--- src/rtl/i2c_mem512_pkg.sv ---
`timescale 1ns/1ps
package i2c_mem512_pkg;

   localparam logic [3:0] TYPE_CODE = 4'b1010;

   typedef enum logic [3:0] {
      ST_IDLE,
      ST_DEV,
      ST_DEV_ACK,
      ST_ADDR,
      ST_ADDR_ACK,
      ST_WDATA,
      ST_WDATA_ACK,
      ST_RDATA,
      ST_RMACK
   } tgt_state_e;

endpackage

--- src/rtl/i2c_line_sync.sv ---
`timescale 1ns/1ps
module i2c_line_sync #(
   parameter int unsigned STAGES = 2
) (
   input  logic clk,
   input  logic rst_n,
   input  logic scl_i,
   input  logic sda_i,
   output logic scl_s,
   output logic sda_s,
   output logic scl_rise,
   output logic scl_fall,
   output logic start_ev,
   output logic stop_ev
);

   logic [STAGES-1:0] scl_chain;
   logic [STAGES-1:0] sda_chain;
   logic              scl_q;
   logic              sda_q;

   if (STAGES < 2) begin : g_bad_stages
      $error("i2c_line_sync: STAGES must be at least 2");
   end

   for (genvar g = 0; g < STAGES; g++) begin : g_stage
      if (g == 0) begin : g_first
         always_ff @(posedge clk or negedge rst_n) begin
            if (!rst_n) begin
               scl_chain[g] <= 1'b1;
               sda_chain[g] <= 1'b1;
            end else begin
               scl_chain[g] <= scl_i;
               sda_chain[g] <= sda_i;
            end
         end
      end else begin : g_next
         always_ff @(posedge clk or negedge rst_n) begin
            if (!rst_n) begin
               scl_chain[g] <= 1'b1;
               sda_chain[g] <= 1'b1;
            end else begin
               scl_chain[g] <= scl_chain[g-1];
               sda_chain[g] <= sda_chain[g-1];
            end
         end
      end
   end

   always_ff @(posedge clk or negedge rst_n) begin
      if (!rst_n) begin
         scl_q <= 1'b1;
         sda_q <= 1'b1;
      end else begin
         scl_q <= scl_s;
         sda_q <= sda_s;
      end
   end

   assign scl_s    = scl_chain[STAGES-1];
   assign sda_s    = sda_chain[STAGES-1];
   assign scl_rise = scl_s & ~scl_q;
   assign scl_fall = ~scl_s & scl_q;
   assign start_ev = scl_s & scl_q & sda_q & ~sda_s;
   assign stop_ev  = scl_s & scl_q & ~sda_q & sda_s;

endmodule

--- src/rtl/i2c_byte_ram.sv ---
`timescale 1ns/1ps
module i2c_byte_ram #(
   parameter int unsigned AW = 9,
   parameter int unsigned DW = 8
) (
   input  logic          clk,
   input  logic          we,
   input  logic [AW-1:0] waddr,
   input  logic [DW-1:0] wdata,
   input  logic [AW-1:0] raddr,
   output logic [DW-1:0] rdata
);

   localparam int unsigned DEPTH = 1 << AW;

   logic [DW-1:0] cells [DEPTH];

   always_ff @(posedge clk) begin
      if (we) begin
         cells[waddr] <= wdata;
      end
   end

   always_ff @(posedge clk) begin
      rdata <= cells[raddr];
   end

endmodule

--- src/rtl/i2c_target_ctrl.sv ---
`timescale 1ns/1ps
module i2c_target_ctrl
   import i2c_mem512_pkg::*;
#(
   parameter int unsigned AW = 9,
   parameter int unsigned DW = 8
) (
   input  logic          clk,
   input  logic          rst_n,
   input  logic          sda_s,
   input  logic          scl_rise,
   input  logic          scl_fall,
   input  logic          start_ev,
   input  logic          stop_ev,
   input  logic [1:0]    strap_sel,
   input  logic [DW-1:0] mem_rdata,
   output logic          mem_we,
   output logic [AW-1:0] mem_waddr,
   output logic [DW-1:0] mem_wdata,
   output logic [AW-1:0] mem_raddr,
   output logic          sda_pull,
   output tgt_state_e    state_o,
   output logic [AW-1:0] last_buf_o
);

   localparam int unsigned CW = $clog2(DW);
   localparam logic [CW-1:0] LAST_BIT = CW'(DW - 1);

   tgt_state_e    st;
   logic [DW-1:0] shreg;
   logic [CW-1:0] bitcnt;
   logic          byte_done;
   logic          rd_mode;
   logic          hi_bit;
   logic          addr_set;
   logic          more;
   logic          pend;
   logic [AW-1:0] ptr;
   logic [AW-1:0] last_acc;
   logic [AW-1:0] last_buf;
   logic          dev_match;

   assign dev_match  = (shreg[7:4] == TYPE_CODE) && (shreg[3:2] == strap_sel);
   assign mem_raddr  = ptr;
   assign state_o    = st;
   assign last_buf_o = last_buf;

   // last-access register: no reset value, loaded only at a stop
   always_ff @(posedge clk) begin
      if (stop_ev && pend) begin
         last_buf <= last_acc;
      end
   end

   always_ff @(posedge clk or negedge rst_n) begin
      if (!rst_n) begin
         st        <= ST_IDLE;
         shreg     <= '0;
         bitcnt    <= '0;
         byte_done <= 1'b0;
         rd_mode   <= 1'b0;
         hi_bit    <= 1'b0;
         addr_set  <= 1'b0;
         more      <= 1'b0;
         pend      <= 1'b0;
         ptr       <= '0;
         last_acc  <= '0;
         sda_pull  <= 1'b0;
         mem_we    <= 1'b0;
         mem_waddr <= '0;
         mem_wdata <= '0;
      end else begin
         mem_we <= 1'b0;
         if (start_ev) begin
            st        <= ST_DEV;
            sda_pull  <= 1'b0;
            bitcnt    <= '0;
            byte_done <= 1'b0;
         end else if (stop_ev) begin
            st        <= ST_IDLE;
            sda_pull  <= 1'b0;
            bitcnt    <= '0;
            byte_done <= 1'b0;
            pend      <= 1'b0;
            addr_set  <= 1'b0;
         end else begin
            case (st)
               ST_DEV, ST_ADDR, ST_WDATA: begin
                  if (scl_rise && !byte_done) begin
                     shreg <= {shreg[DW-2:0], sda_s};
                     if (bitcnt == LAST_BIT) begin
                        byte_done <= 1'b1;
                     end else begin
                        bitcnt <= bitcnt + 1'b1;
                     end
                  end else if (scl_fall && byte_done) begin
                     byte_done <= 1'b0;
                     bitcnt    <= '0;
                     if (st == ST_DEV) begin
                        if (dev_match) begin
                           sda_pull <= 1'b1;
                           hi_bit   <= shreg[1];
                           rd_mode  <= shreg[0];
                           st       <= ST_DEV_ACK;
                           if (shreg[0] && !addr_set) begin
                              ptr <= {shreg[1], last_buf[AW-2:0]} + 1'b1;
                           end
                        end else begin
                           st <= ST_IDLE;
                        end
                     end else if (st == ST_ADDR) begin
                        ptr      <= {hi_bit, shreg};
                        last_acc <= {hi_bit, shreg};
                        pend     <= 1'b1;
                        addr_set <= 1'b1;
                        sda_pull <= 1'b1;
                        st       <= ST_ADDR_ACK;
                     end else begin
                        mem_we    <= 1'b1;
                        mem_waddr <= ptr;
                        mem_wdata <= shreg;
                        last_acc  <= ptr;
                        ptr       <= ptr + 1'b1;
                        pend      <= 1'b1;
                        sda_pull  <= 1'b1;
                        st        <= ST_WDATA_ACK;
                     end
                  end
               end
               ST_DEV_ACK: begin
                  if (scl_fall) begin
                     if (rd_mode) begin
                        shreg    <= mem_rdata;
                        sda_pull <= ~mem_rdata[DW-1];
                        last_acc <= ptr;
                        ptr      <= ptr + 1'b1;
                        pend     <= 1'b1;
                        bitcnt   <= '0;
                        st       <= ST_RDATA;
                     end else begin
                        sda_pull <= 1'b0;
                        st       <= ST_ADDR;
                     end
                  end
               end
               ST_ADDR_ACK, ST_WDATA_ACK: begin
                  if (scl_fall) begin
                     sda_pull <= 1'b0;
                     st       <= ST_WDATA;
                  end
               end
               ST_RDATA: begin
                  if (scl_fall) begin
                     if (bitcnt == LAST_BIT) begin
                        sda_pull <= 1'b0;
                        st       <= ST_RMACK;
                     end else begin
                        bitcnt   <= bitcnt + 1'b1;
                        shreg    <= {shreg[DW-2:0], 1'b0};
                        sda_pull <= ~shreg[DW-2];
                     end
                  end
               end
               ST_RMACK: begin
                  if (scl_rise) begin
                     more <= ~sda_s;
                  end else if (scl_fall) begin
                     if (more) begin
                        shreg    <= mem_rdata;
                        sda_pull <= ~mem_rdata[DW-1];
                        last_acc <= ptr;
                        ptr      <= ptr + 1'b1;
                        pend     <= 1'b1;
                        bitcnt   <= '0;
                        st       <= ST_RDATA;
                     end else begin
                        st <= ST_IDLE;
                     end
                  end
               end
               default: begin
                  sda_pull <= 1'b0;
               end
            endcase
         end
      end
   end

endmodule

--- src/rtl/i2c_mem512_target.sv ---
`timescale 1ns/1ps
module i2c_mem512_target
   import i2c_mem512_pkg::*;
#(
   parameter int unsigned SYNC_STAGES = 2,
   parameter int unsigned DW          = 8,
   parameter int unsigned AW          = 9
) (
   input  logic       clk,
   input  logic       rst_n,
   input  logic       scl_i,
   input  logic       sda_i,
   input  logic [1:0] strap_sel,
   output logic       sda_pull_o
);

   if (DW != 8) begin : g_bad_dw
      $error("i2c_mem512_target: device byte layout needs DW == 8");
   end
   if (AW != DW + 1) begin : g_bad_aw
      $error("i2c_mem512_target: AW must be DW + 1");
   end

   logic          scl_s;
   logic          sda_s;
   logic          scl_rise;
   logic          scl_fall;
   logic          start_ev;
   logic          stop_ev;
   logic          mem_we;
   logic [AW-1:0] mem_waddr;
   logic [DW-1:0] mem_wdata;
   logic [AW-1:0] mem_raddr;
   logic [DW-1:0] mem_rdata;
   tgt_state_e    ctl_state;
   logic [AW-1:0] addr_buf;

   i2c_line_sync #(
      .STAGES (SYNC_STAGES)
   ) u_sync (
      .clk      (clk),
      .rst_n    (rst_n),
      .scl_i    (scl_i),
      .sda_i    (sda_i),
      .scl_s    (scl_s),
      .sda_s    (sda_s),
      .scl_rise (scl_rise),
      .scl_fall (scl_fall),
      .start_ev (start_ev),
      .stop_ev  (stop_ev)
   );

   i2c_target_ctrl #(
      .AW (AW),
      .DW (DW)
   ) u_ctrl (
      .clk        (clk),
      .rst_n      (rst_n),
      .sda_s      (sda_s),
      .scl_rise   (scl_rise),
      .scl_fall   (scl_fall),
      .start_ev   (start_ev),
      .stop_ev    (stop_ev),
      .strap_sel  (strap_sel),
      .mem_rdata  (mem_rdata),
      .mem_we     (mem_we),
      .mem_waddr  (mem_waddr),
      .mem_wdata  (mem_wdata),
      .mem_raddr  (mem_raddr),
      .sda_pull   (sda_pull_o),
      .state_o    (ctl_state),
      .last_buf_o (addr_buf)
   );

   i2c_byte_ram #(
      .AW (AW),
      .DW (DW)
   ) u_ram (
      .clk   (clk),
      .we    (mem_we),
      .waddr (mem_waddr),
      .wdata (mem_wdata),
      .raddr (mem_raddr),
      .rdata (mem_rdata)
   );

endmodule

--- config.mk ---
export PLATFORM = sky130hd
export DESIGN_NAME = i2c_mem512_target
export DESIGN_NICKNAME = d
export VERILOG_FILES = /design/src/rtl/i2c_mem512_pkg.sv /design/src/rtl/i2c_line_sync.sv /design/src/rtl/i2c_byte_ram.sv /design/src/rtl/i2c_target_ctrl.sv /design/src/rtl/i2c_mem512_target.sv
export SDC_FILE = /design/constraint.sdc
export NUM_CORES = 2
export LEC_CHECK = 0
export BUFFER_PORTS_ARGS = -buffer_cell sky130_fd_sc_hd__buf_4
export CAP_MARGIN = 20
export CELL_PAD_IN_SITES_DETAIL_PLACEMENT = 2
export CELL_PAD_IN_SITES_GLOBAL_PLACEMENT = 2
export CORE_ASPECT_RATIO = 0.9
export CORE_UTILIZATION = 45
export CTS_BUF_LIST = sky130_fd_sc_hd__clkbuf_16
export DETAILED_ROUTE_END_ITERATION = 8
export PLACE_DENSITY_LB_ADDON = 0.12
export SLEW_MARGIN = 20
export SYNTH_ARGS = -nofsm -noshare
export SYNTH_HDL_FRONTEND = slang
export SYNTH_SLANG_ARGS = --single-unit
--- constraint.sdc ---
create_clock -name clk -period 7.6 [get_ports clk]
set_input_delay 1.14 -clock clk [delete_from_list [all_inputs] [get_ports clk]]
set_output_delay 1.14 -clock clk [all_outputs]
set_load 0.01 [all_outputs]
# Word level (Yosys, flattened, before mapping)
# Memories as Yosys holds them, arrays and structs flattened. A register that Yosys moved wholly into a read port is not among the register bits.
# Index checks and enable logic that the tools add are counted.
# Widths: inputs -> output; s select.
# word_totals
ff_bits,71
ramBits,4096
inputBits,6
out_inout_bits,1
wordCells,227
memories,1
# mem_list
name,words,word_bits,read_ports,rd_clocked_by_memory_dff,write_ports,line_no,rtl
u_ram.cells,512,8,1,1,1,i2c_byte_ram.sv:16,logic [DW-1:0] cells [DEPTH];
# op_classes
n_addsub,3
eq_ne,47
n_mux,105
bitwise_logic,18
reduce_logical,31
# ops
cell,n
$mux 8,17
$mux 9,11
$mux 1,44
$mux 4,11
$mux 3,13
$ne 4x2->1 const B,8
$pmux 8 s4,1
$pmux 9 s3,1
$pmux 8 s3,1
$reduce_and 11->1,2
$pmux 4 s5,1
$add 9x1->9 const B,2
$ne 2x1->1 const B,9
$reduce_and 9->1,2
$eq 4x3->1 const B,4
$ne 3x1->1 const B,5
$reduce_and 7->1,2
$pmux 3 s4,1
$reduce_and 12->1,1
$reduce_bool 4->1,3
$not 1->1,11
$reduce_and 10->1,1
$ne 3x2->1 const B,3
$eq 4x2->1 const B,2
other kinds (27),48

# Logic depth before layout (Yosys ltp)
# depth
word_depth,9
mapped_depth,14
ltp_nobuf,8

# Hierarchy
# From an unflattened synthesis, not the netlist that was laid out.
# unflattened
hier_cells,8418
hier_area_um2,163830.9
# modules_own_cells
mod,instances,cells_per_inst,area_each_um2,seq_area_each_um2
i2c_byte_ram,1,8030,159927.1,123158.1
i2c_target_ctrl,1,378,3713.6,1721.7
i2c_line_sync,1,10,190.2,157.7

# Worst setup path before layout
# No wires, ideal clock.
# synth_timing
kind,register to register
start,register u_ctrl.mem_wdata[0]
end,memory u_ram.cells[0][0] (data pin)
setup_time_ns,1.404
arrival_ns,6.064
required_ns,6.196
slack_ns,0.131
path_stages_with_launch,1
path_buffers,0
synth_period_minus_slack_ns,7.469
path_cell_list,dfrtp_1
# synth_rtl
item,line_no,rtl
start: declaration,i2c_target_ctrl.sv:19,"output logic [DW-1:0] mem_wdata,"
start signal: assignment,i2c_target_ctrl.sv:121,mem_wdata <= shreg;
end: declaration,i2c_byte_ram.sv:16,
# No word-level cell before the write port.

==> results.txt <==
----------------------------------------------------
[Global routing]
  Maximum number of pins on one net before global-route repair ... 236
  Wire length of the first global-routing pass ... 729100 µm
  Antenna violations before repair ... 46
  Number of global-route vias before repair ... 86200
  Global-route total usage across every layer ... 28.86%
  Total gr overflow ... 0

[Synth]
  Number of distinct standard cells referenced by the synthesized netlist ... 73
  Post-synthesis instance area ... 162300 µm²
  Mean instance size in the synthesized netlist ... 21.94 µm²
  Warnings, synthesis ... 0
  Sequential-to-total area share from yosys stat ... 76.99%
  Share of flip-flops with an asynchronous set or reset after synthesis ... 1.509%
  Area contributors post-synth ... sky130_fd_sc_hd__edfxtp_1 (76%), sky130_fd_sc_hd__mux4_2 (16%), sky130_fd_sc_hd__mux2i_1 (1.5%)
  Synth area leader ... sky130_fd_sc_hd__edfxtp_1
  Post-synth EDFFs ... 4104
  Flop and latch count out of synthesis ... 4175
  Post-Synthesis Cells ... 7398
  Primary flip-flop cell chosen by synthesis mapping ... sky130_fd_sc_hd__edfxtp_1
  Yosys top cell area share ... 75.91%
  Syn_nets ... 7407

[Timing]
  Count of pins over their slew limit ... 0
  Worst max-slew margin expressed relative to the limit ... 9.195%
  Hold Vio Cnt, Final ... 0
  Final critical-path setup slack ... 2.103 ns
  Setup repair after global routing missed its margin ... false
  Final setup fails ... 0
  Upper clock frequency limit ... 181.9 MHz
  Final cycle utilization of the critical path ... 72.32%
  Shortest period the worst path allows ... 5.497 ns
  Setup Total Neg Slack ... 0 ns
  Final Skew ... 0.07196 ns
  Worst Tran Pin Value ... 1.362 ns

[Route]
  DR iter-0 viols ... 10140
  Detailed Route WL ... 528400 µm
  Vias post-DR ... 81970
  DRT antenna net count ... 0
  Detail-routed via count per cell ... 6.472
  Met3 wire length ... 39980 µm
  Top Metal Used ... met5
  Met2 wire len ... 252500 µm
  Final routed wire length divided by cell count ... 41.72 µm
  Met1 layer wirelength in the final routing ... 220400 µm
  Pre-Repair DR Iteration Count ... 5
  Number of DRC violations after detailed routing ... 0

[Place]
  Post-DP HPWL ... 307900 µm
  Final Wtd Congestion ... 0.8139
  Post-DP Area ... 168000 µm²
  Pre-CTS setup slack ... 2.137 ns
  Count of input and output buffers ... 6

[Floorplan]
  Chip height ... 571.8 µm
  Count of pins on the block boundary ... 7
  Die Area ... 363200 µm²
  Chip Width ... 635.1 µm
  Core area ... 357800 µm²
  Initial standard-cell utilization of the core ... 45.37%
  Number of cell rows ... 208

[Finish]
  Most frequent cells in the layout ... sky130_fd_sc_hd__edfxtp_1 (4104), sky130_fd_sc_hd__mux4_2 (1125), sky130_fd_sc_hd__nor2_1 (558)
  Final std cell area, no fill ... 182000 µm²
  Most common cell after layout, fill and taps aside ... sky130_fd_sc_hd__edfxtp_1
  Share of cells above drive strength 1 ... 26.02%
  Area growth syn-to-layout ... 12.12%
  Net count of the finished layout ... 7569
  Filler Cell Count ... 30400

[Setup path]
  Endpoint type of the worst setup path ... register
  WP data required ... 8.40 ns
  Worst setup path class ... register to register
  Data arrival time of the critical path ... 6.30 ns
  Max Fanout on Critical Path ... 64
  Critical path startpoint category ... register

[Clock network]
  Clock tree from TritonCTS ... done
  Root Driver ... sky130_fd_sc_hd__clkbuf_16
  Hold buffer count at CTS ... 0
  Clock buffer depth ... 4
  Post-CTS setup repair buffer count ... 0
  Num CTS Buffers ... 430
  Number of H-tree branching levels ... 5
  # clock sinks ... 4175
  Resize count post-CTS ... 0
  Clock insertion delay at the later pin of the skew report ... 1.00 ns
  Clock transition at the register clock pins on the worst setup and hold paths after CTS ... 0.06 ns

[Job]
  Max-cap violation count ... 0

[Power]
  Reported leakage power ... 65.42 nW
  Ratio of total power to cell area ... 305.2 nW/µm²
  Largest vdd supply drop ... 0.2266 mV

[Hold path]
  Min-delay worst type ... primary input to async pin

[Run status]
  Run status ... finished, final reports clean

----------------------------------------------------
sequential cells by signal, indices dropped and copies added (netlist names), 3 cells and up:
name               cells
u_ctrl.mem_waddr       9
u_ram.cells         4096
u_ram.rdata            8
u_ctrl.bitcnt          3
u_ctrl.last_acc        8
u_ctrl.mem_wdata       8
u_ctrl.state_o         4
u_ctrl.last_buf_o      8
u_ctrl.shreg           8
u_ctrl.mem_raddr       9
logic make-up after synthesis:
group,count (synthesis),synth area share (%)
xor+xnor,10,0.05395
flops,4175,76.99
simple gates,911,2.307
mux,1401,17.34
fa+ha+maj,3,0.02312
compound gates,430,1.797
buf+inv,468,1.492
synth_stat cells, types with 7 or more instances:
library cell	number
sky130_fd_sc_hd__buf_2	99
sky130_fd_sc_hd__nor4_1	7
sky130_fd_sc_hd__o211ai_1	8
sky130_fd_sc_hd__o21ai_0	86
sky130_fd_sc_hd__nand2b_1	15
sky130_fd_sc_hd__a21oi_1	71
sky130_fd_sc_hd__edfxtp_1	4104
sky130_fd_sc_hd__buf_4	78
sky130_fd_sc_hd__o221ai_1	38
sky130_fd_sc_hd__a31oi_1	13
sky130_fd_sc_hd__buf_1	45
sky130_fd_sc_hd__buf_6	33
sky130_fd_sc_hd__mux2_2	39
sky130_fd_sc_hd__nor3_1	27
sky130_fd_sc_hd__a211o_1	9
sky130_fd_sc_hd__a221oi_1	18
sky130_fd_sc_hd__mux2i_1	237
sky130_fd_sc_hd__a22oi_1	36
sky130_fd_sc_hd__mux4_2	1125
sky130_fd_sc_hd__dfxtp_1	8
sky130_fd_sc_hd__o22ai_1	55
sky130_fd_sc_hd__nor2_1	579
sky130_fd_sc_hd__clkbuf_1	201
sky130_fd_sc_hd__nor2b_1	23
sky130_fd_sc_hd__inv_1	8
sky130_fd_sc_hd__nand2_1	183
sky130_fd_sc_hd__dfrtp_1	57
sky130_fd_sc_hd__a2111oi_0	11
sky130_fd_sc_hd__and3_1	8
sky130_fd_sc_hd__a211oi_1	23
sky130_fd_sc_hd__nand3_1	37
final cells by class:
cell class	instances	area [µm²]	area share (%)
multi-input cells	2755	35250	19.37
inverters	12	65.06	0.03574
diodes	10	25.02	0.01375
repair buffers	186	1913	1.051
clock inverters	370	3012	1.655
clock buffers	432	10810	5.939
flip-flops and latches	4175	125000	68.69
well taps	4725	5912	3.248
metal layers:
metal  up-vias  track usage (%)
met1     45810            41.52
met5         -                0
met3       734            4.493
li1      31460                -
met4        26            7.748
met2      3942            46.42
report_power, final:
group / switching [mW] / internal (mW) / total [mW]
combinational: 5.72 / 2.97 / 8.69
sequential: 0.435 / 25.2 / 25.6
clock: 9.50 / 11.8 / 21.3
per-stage QoR:
stage	std cells	total power, mW	hold slack [ns]	utilization (%)
2_1_floorplan	7398	31.67	0.3452	-
3_3_place_gp	11840	34.68	0.3514	46.92
3_5_place_dp	11850	34.78	0.3645	46.94
4_1_cts	12650	55.86	0.04906	50.80
5_1_grt	12660	56.87	0.1067	50.86
6_report	12670	55.55	0.1011	50.87
final timing paths:
path	startpoint	to	slack, ns	depth (start not counted)
max in group asynchronous	rst_n	u_ctrl.mem_raddr[0]$_DFFE_PN0P_	6.53	2
min reg2reg	u_sync.scl_chain[0]$_DFF_PN1_	u_sync.scl_s$_DFF_PN1_	0.37	0
max	u_ctrl.mem_raddr[1]$_DFFE_PN0P_	u_ram.rdata[5]$_DFF_P_	2.10	8
min in group clk	sda_i	u_sync.sda_chain[0]$_DFF_PN1_	0.28	1
max reg2reg	u_ctrl.mem_raddr[1]$_DFFE_PN0P_	u_ram.rdata[5]$_DFF_P_	2.10	8
min	rst_n	u_ctrl.bitcnt[1]$_DFFE_PN0P_	0.10	1
worst max-delay path, cell delays in order, from the launching register on:
cell and delay [ns]:
sky130_fd_sc_hd__dfrtp_4 1.07, sky130_fd_sc_hd__buf_12 0.38, sky130_fd_sc_hd__buf_4 0.68, sky130_fd_sc_hd__mux4_2 0.43
sky130_fd_sc_hd__mux4_2 0.55, sky130_fd_sc_hd__a22oi_1 0.29, sky130_fd_sc_hd__nand4_1 0.55, sky130_fd_sc_hd__a311oi_1 1.00
sky130_fd_sc_hd__a221oi_1 0.15
Note: power is estimated with default switching activity, not from simulation.
